**src/rtl/combo_lock_pkg.sv**
```systemverilog
package combo_lock_pkg;
  localparam int VAL_W_DEF = 4;
  localparam int STEPS_DEF = 3;

  // select bit that stands for entry step k (first step uses the top bit)
  function automatic int sel_bit(input int steps, input int k);
    return steps - 1 - k;
  endfunction
endpackage

```
**src/rtl/code_sel_mux.sv**
```systemverilog
module code_sel_mux
  import combo_lock_pkg::*;
#(
  parameter int VAL_W = VAL_W_DEF,
  parameter int STEPS = STEPS_DEF
) (
  input  logic [STEPS-1:0]       sel_i,
  input  logic [STEPS*VAL_W-1:0] codes_i,
  output logic [VAL_W-1:0]       expect_o
);
  logic [VAL_W-1:0] term [STEPS];

  for (genvar k = 0; k < STEPS; k++) begin : g_term
    assign term[k] = {VAL_W{sel_i[sel_bit(STEPS, k)]}} & codes_i[k*VAL_W +: VAL_W];
  end

  always_comb begin
    expect_o = '0;
    for (int k = 0; k < STEPS; k++) expect_o = expect_o | term[k];
  end
endmodule

```
**src/rtl/value_cmp.sv**
```systemverilog
module value_cmp
  import combo_lock_pkg::*;
#(
  parameter int VAL_W = VAL_W_DEF
) (
  input  logic [VAL_W-1:0] a_i,
  input  logic [VAL_W-1:0] b_i,
  output logic             eq_o
);
  function automatic logic same(input logic [VAL_W-1:0] x, input logic [VAL_W-1:0] y);
    return ~|(x ^ y);
  endfunction

  assign eq_o = same(a_i, b_i);
endmodule

```
**src/rtl/lock_ctrl.sv**
```systemverilog
module lock_ctrl
  import combo_lock_pkg::*;
#(
  parameter int STEPS = STEPS_DEF
) (
  input  logic         clk_i,
  input  logic         start_i,
  input  logic         new_i,
  input  logic         eq_i,
  output logic [STEPS:0] state_o,
  output logic         hit_o,
  output logic         miss_o
);
  localparam int SW    = STEPS + 1;
  localparam int LOCK  = STEPS;
  localparam int FIRST = STEPS - 1;

  logic [SW-1:0] state_q;
  logic [SW-1:0] d_w;
  logic          in_entry_w;
  logic          is_zero_w;
  logic          clr_w;

  assign in_entry_w = |state_q[STEPS-1:0];
  assign is_zero_w  = ~|state_q;
  assign hit_o      = new_i & eq_i & in_entry_w;
  assign miss_o     = new_i & ~eq_i & in_entry_w;
  assign clr_w      = miss_o | is_zero_w;

  // next-state terms: each bit takes the token from its left neighbour on a match
  assign d_w[FIRST] = state_q[FIRST] & ~new_i;
  for (genvar j = 0; j < FIRST; j++) begin : g_step
    assign d_w[j] = (state_q[j+1] & new_i & eq_i) | (state_q[j] & ~new_i);
  end
  assign d_w[LOCK] = (state_q[0] & new_i & eq_i) | state_q[LOCK];

  // per-bit flip-flop with synchronous preset and clear
  for (genvar i = 0; i < SW; i++) begin : g_ff
    logic pre_w, clr_bit_w;
    if (i == FIRST) begin : g_first
      assign pre_w     = start_i;
      assign clr_bit_w = ~start_i & clr_w;
    end else begin : g_other
      assign pre_w     = 1'b0;
      assign clr_bit_w = start_i | clr_w;
    end
    always_ff @(posedge clk_i) begin
      if (pre_w)          state_q[i] <= 1'b1;
      else if (clr_bit_w) state_q[i] <= 1'b0;
      else                state_q[i] <= d_w[i];
    end
  end

  assign state_o = state_q;
endmodule

```
**src/rtl/seq_combo_lock.sv**
```systemverilog
module seq_combo_lock
  import combo_lock_pkg::*;
#(
  parameter int VAL_W = VAL_W_DEF,
  parameter int STEPS = STEPS_DEF
) (
  input  logic                   clk_i,
  input  logic                   start_i,
  input  logic                   new_i,
  input  logic [VAL_W-1:0]       value_i,
  input  logic [STEPS*VAL_W-1:0] codes_i,
  output logic                   lock_open_o,
  output logic [STEPS-1:0]       sel_o
);
  logic [STEPS:0]   state_w;
  logic [VAL_W-1:0] expect_w;
  logic             eq_w;
  logic             hit_w;
  logic             miss_w;

  code_sel_mux #(.VAL_W(VAL_W), .STEPS(STEPS)) u_mux (
    .sel_i   (state_w[STEPS-1:0]),
    .codes_i (codes_i),
    .expect_o(expect_w)
  );

  value_cmp #(.VAL_W(VAL_W)) u_cmp (
    .a_i (value_i),
    .b_i (expect_w),
    .eq_o(eq_w)
  );

  lock_ctrl #(.STEPS(STEPS)) u_ctrl (
    .clk_i  (clk_i),
    .start_i(start_i),
    .new_i  (new_i),
    .eq_i   (eq_w),
    .state_o(state_w),
    .hit_o  (hit_w),
    .miss_o (miss_w)
  );

  assign lock_open_o = state_w[STEPS];
  assign sel_o       = state_w[STEPS-1:0];
endmodule

```
**config.mk**
```make
export PLATFORM = sky130hd
export DESIGN_NAME = seq_combo_lock
export DESIGN_NICKNAME = d
export VERILOG_FILES = /design/src/rtl/combo_lock_pkg.sv /design/src/rtl/code_sel_mux.sv /design/src/rtl/value_cmp.sv /design/src/rtl/lock_ctrl.sv /design/src/rtl/seq_combo_lock.sv
export SDC_FILE = /design/constraint.sdc
export NUM_CORES = 1
export LEC_CHECK = 0
export ABC_AREA = 1
export BUFFER_PORTS_ARGS = -buffer_cell sky130_fd_sc_hd__buf_4
export CORE_AREA = 2 2 39 41
export DETAILED_ROUTE_END_ITERATION = 8
export DIE_AREA = 0 0 41 43
export PLACE_DENSITY_LB_ADDON = 0.15
export SYNTH_ARGS = -nofsm -noshare
export SYNTH_HDL_FRONTEND = slang
export SYNTH_SLANG_ARGS = --single-unit
```
**constraint.sdc**
```tcl
create_clock -name clk_i -period 1.2 [get_ports clk_i]
set_input_delay 0.06 -clock clk_i [delete_from_list [all_inputs] [get_ports clk_i]]
set_output_delay 0.06 -clock clk_i [all_outputs]
set_load 0.05 [all_outputs]
```
Word level (Yosys, flattened, before mapping)
Cells that the tools add are included.
{"block": "classes", "bitwise_logic": 25, "n_reduce_logical": 5, "mux": 1}
{"op": "$and A1 B1 Y1", "count": 12}
{"op": "$and A4 B4 Y4", "count": 3}
{"op": "$or A4 B4 Y4", "count": 2}
{"op": "$reduce_or A4 Y1", "count": 2}
{"op": "$or A1 B1 Y1", "count": 5}
{"op": "$xor A4 B4 Y4", "count": 1}
{"op": "$reduce_or A3 Y1", "count": 1}
{"op": "$logic_not A1 Y1", "count": 2}
{"op": "$not A1 Y1", "count": 2}
{"op": "$mux W1", "count": 1}
{"block": "totals", "out_inout_bits": 4, "regBits": 4, "elab_cells": 35}

Logic depth before layout (Yosys ltp)
{"block": "depth", "ltp_word": 10, "depth_mapped": 10, "mapped_depth_nobuf": 10}

Hierarchy
From an unflattened synthesis, not the netlist that was laid out.
{"block": "hier_totals", "hier_cells": 60, "area_unflattened_um2": 331.6}
{"module": "lock_ctrl", "n_inst": 1, "area_each_um2": 200.2, "cells_each": 29}
{"module": "value_cmp", "n_inst": 1, "area_each_um2": 66.3, "cells_each": 15}
{"module": "code_sel_mux", "n_inst": 1, "area_each_um2": 65.1, "cells_each": 16}

Least setup slack after synthesis
No wires, ideal clock.
{"block": "synth_timing", "path_kind": "register to register", "from": "register u_ctrl.state_q[1] (netlist: u_ctrl.state_o[1])", "to": "register u_ctrl.state_q[0] (netlist: u_ctrl.state_o[0])", "slack_ns": -0.265, "arrival_ns": 1.401, "path_stages_with_launch": 9, "setup_time_ns": 0.064, "t_required_ns": 1.136, "period_less_slack_ns": 1.465, "path_cell_list": "dfxtp_1 -> nand2_1 -> nand4_1 -> nand2_2 -> nor2_4 -> nand2_2 -> nand2_2 -> nand2_2 -> nor2_1"}
{"block": "synth_between", "elab_chain_cells": 9, "elab_cells_between_ends": 16, "classes_between": "bitwise (11); reduce/logical (5)"}
{"element": "start: declaration", "line": "lock_ctrl.sv:18", "text": "logic [SW-1:0] state_q;"}
{"element": "start signal: indexed assignment", "line": "lock_ctrl.sv:50", "text": "else state_q[i] <= d_w[i];"}
{"element": "$and A4 B4 Y4", "line": "code_sel_mux.sv:14", "text": "assign term[k] = {VAL_W{sel_i[sel_bit(STEPS, k)]}} & codes_i[k*VAL_W +: VAL_W];"}
{"element": "$or A4 B4 Y4 (2 in series)", "line": "code_sel_mux.sv:19", "text": "for (int k = 0; k < STEPS; k++) expect_o = expect_o | term[k];"}
{"element": "$xor A4 B4 Y4", "line": "value_cmp.sv:11", "text": "return ~|(x ^ y);"}
{"element": "$reduce_or A4 Y1", "line": "value_cmp.sv:11"}
{"element": "$and A1 B1 Y1 (2 in series)", "line": "lock_ctrl.sv:27", "text": "assign miss_o = new_i & ~eq_i & in_entry_w;"}
{"element": "$or A1 B1 Y1", "line": "lock_ctrl.sv:28", "text": "assign clr_w = miss_o | is_zero_w;"}
{"element": "$or A1 B1 Y1", "line": "lock_ctrl.sv:45", "text": "assign clr_bit_w = start_i | clr_w;"}
Parallel ways exist; a longest one is shown, timed or not.
A chain may end at the register's enable or synchronous reset.

Worst setup path in the final report
{"block": "layout_timing", "from": "register u_ctrl.state_q[0] (netlist: u_ctrl.state_o[0])", "to": "register u_ctrl.state_q[0] (netlist: u_ctrl.state_o[0])"}
{"block": "layout_between", "elab_chain_cells": 8, "elab_cells_between_ends": 15, "classes_between": "bitwise (10); reduce/logical (5)"}
{"element": "$and A4 B4 Y4", "line": "code_sel_mux.sv:14"}
{"element": "$or A4 B4 Y4", "line": "code_sel_mux.sv:19"}
{"element": "$xor A4 B4 Y4", "line": "value_cmp.sv:11"}
{"element": "$reduce_or A4 Y1", "line": "value_cmp.sv:11"}
{"element": "$and A1 B1 Y1 (2 in series)", "line": "lock_ctrl.sv:27"}
{"element": "$or A1 B1 Y1", "line": "lock_ctrl.sv:28"}
{"element": "$or A1 B1 Y1", "line": "lock_ctrl.sv:45"}
Parallel ways exist; a longest one is shown, timed or not.

==> flow_summary_export.csv <==
group,metric,value,unit
worst_setup_path,cp.required,1.37,ns
die,die_w,41,µm
grt,global_route.usage.met3,4.71,%
synthesis,synth_area_leader_cell,"nand2_1",
cts,insertion_delay,0.24,ns
synthesis,synth_area_leaders,"nand2_1, dfxtp_1, nand3_1",
die,fp.dieArea,0.00176,mm²
synthesis,synth.net_count,87,
cts,clk_pin_slew,0.04,ns
timing,rsz0062_at_grt,"true",
grt,grt_pass1_wl,1550,µm
synthesis,syn-cell-area,365,µm²
cells_and_area,diodes,0,
worst_setup_path,reg2reg_depth,9,
cells_and_area,fin_nets,115,
cells_and_area,final_util,47.2,%
hold_path,hold_path_depth,2,
placed_design,dp_hpwl,771,µm
detailed_routing,vias_per_cell,4.43,
detailed_routing,ant_nets,0,
synthesis,yosysTopAreaCellShare,27.7,%
cts,cts_made_buffers,3,
flow_run,drv_cap,0,
timing,layout_min_cycle_time,1.15,ns
power,leakage,0.362,nW
synthesis,synth_seq_area_share,21.9,%
grt,grt_pass1_vias,406,
grt,grt_max_degree,9,
detailed_routing,routedWlPerCell,9.14,µm
cells_and_area,syn_to_final_growth,78.8,%
timing,hold_viol_final,0,
detailed_routing,remaining_drc_errors,0,
worst_setup_path,critPathCaptureType,"register",
cts,hold_buffers,0,
timing,max-slew-margin-rel,83.5,%
placed_design,post-place-ws,0.0326,ns
placed_design,gp_congestion,0.759,
die,core,0.00138,mm²
grt,met2_usage,20.0,%
status,status,"finished clean",
timing,setup_viol,0,
synthesis,synth-seq-cells,4,
grt,track_usage,13.3,%
timing,min_period_over_period,95.8,%
detailed_routing,drt_iter0_drc,5,
cts,cts_root_buffer,"clkbuf_4",
worst_setup_path,worstSetupPathType,"reg2reg",
worst_setup_path,cp-start-kind,"register",
synthesis,synth_cell_types,13,
cts,cts_htree_levels,1,
die,rows,14,
timing,worst_pin_slew,0.247,ns
timing,skew,0.00643,ns
cts,cts_tree,"yes",
placed_design,port_buffers,22,
die,start_util,26.4,%
grt,use_met1,15.1,%
hold_path,hold_path_class,"in2reg",
grt,gr-max-usage-layer,"met2",
cts,clkSinkCount,4,
power,vdd_ir_drop_max,0.456,mV
cts,clockBufferDepth,2,
die,io_pins,23,
timing,slew_violations,0,
worst_setup_path,worstPathArrival,1.32,ns
synthesis,yosys_warnings,0,
synthesis,synthCells,68,
cells_and_area,largest_reg_flops,4,
grt,globalRouteOverflowTotal,0,
detailed_routing,drt_first_pass_iters,4,
power,power.density,697,mW/mm²
detailed_routing,routed_wl,1020,µm
synthesis,avgSynthCellArea,5.37,µm²
timing,fmax,870,MHz
worst_setup_path,crit_fanout,8,
cells_and_area,fill_cells,160,
grt,grt_antenna_before_repair,0,
die,die_h,43,µm
timing,worst_slack,0.0508,ns
detailed_routing,num_vias,492,
cells_and_area,layout-drive-gt1-share,53.7,%
path summary, 6_finish.rpt:
check	slack (ns)	endpoint	start
max	0.05	u_ctrl.state_o[0]	u_ctrl.state_o[0]
min	0.008	u_ctrl.state_o[2]	start_i
max reg2reg	0.05	u_ctrl.state_o[0]	u_ctrl.state_o[0]
min reg2reg	0.53	u_ctrl.state_o[2]	u_ctrl.state_o[2]
Yosys cell counts:
library cell  count
nand3_1           7
nand2_2           5
nor2_4            1
a21o_1            1
dfxtp_1           4
nand2_1          27
a21oi_1           1
clkinv_1          3
inv_1             8
inv_2             2
nand4_1           4
nor3_1            1
nor2_1            4
critical path, stage by stage (launching register included):
cell     delay [ns]
dfxtp_4        0.38
nand2_2        0.08
nand3_2        0.06
nand2_1        0.07
nand2_2        0.07
nor2_4         0.14
nand2_2        0.06
nand2_2        0.07
nand2_4        0.06
nor2_2         0.10
placed cells by master, fill, tap and decap left out, types with 3 or more instances in the layout:
master	count
buf_4	23
clkbuf_4	3
clkinv_1	3
dfxtp_4	3
inv_1	8
nand2_1	18
nand2_2	11
nand2_4	3
nand3_1	4
nand3_2	3
nand4_1	4
cell families (layout without fill, tap and decap cells):
kind of cell,after synthesis,after routing,synth area share (%)
and+or+nand+nor,49,49,61.3
DFF,4,4,21.9
buffers and inverters,13,40,13.4
AOI/OAI and AO/OA,2,2,3.42
stage by stage:
stage	TNS [ns]	power, W	instances	area, µm²	hold WS [ns]
after global placement	0	0.000265	106	562	0.251
after floorplan	0	0.000205	68	377	0.145
final	0	0.000456	111	653	0.00819
after global routing	-0.115	0.000500	111	653	0.00994
after CTS	0	0.000453	110	588	0.00331
after detailed placement	0	0.000265	106	562	0.252
routing by layer:
layer,vias to the layer above,share of wire [%]
met4,0,1.2
met1,213,42
met5,-,0
li1,263,-
met3,2,6.2
met2,14,51
cell type report:
cell class	instances	area [µm²]	area share, %
clock buffer	4	26.3	4.02
timing repair buffer	23	173	26.4
multi-input combinational	51	294	45.0
inverter	13	48.8	7.47
tap	16	20.0	3.07
sequential	4	91.3	14.0
power by group:
group          internal [W]  switching, W
Combinational     0.0000697     0.0000685
Clock              0.000125     0.0000547
Sequential         0.000132    0.00000621
timing repair:
| item | 4_1_cts | 5_1_grt |
|---|---|---|
| setup endpoints to repair | 0 | 3 |
| buffers inserted | 0 | 1 |
| resized for setup | 0 | 17 |
Power figures use the tool's default switching activity.
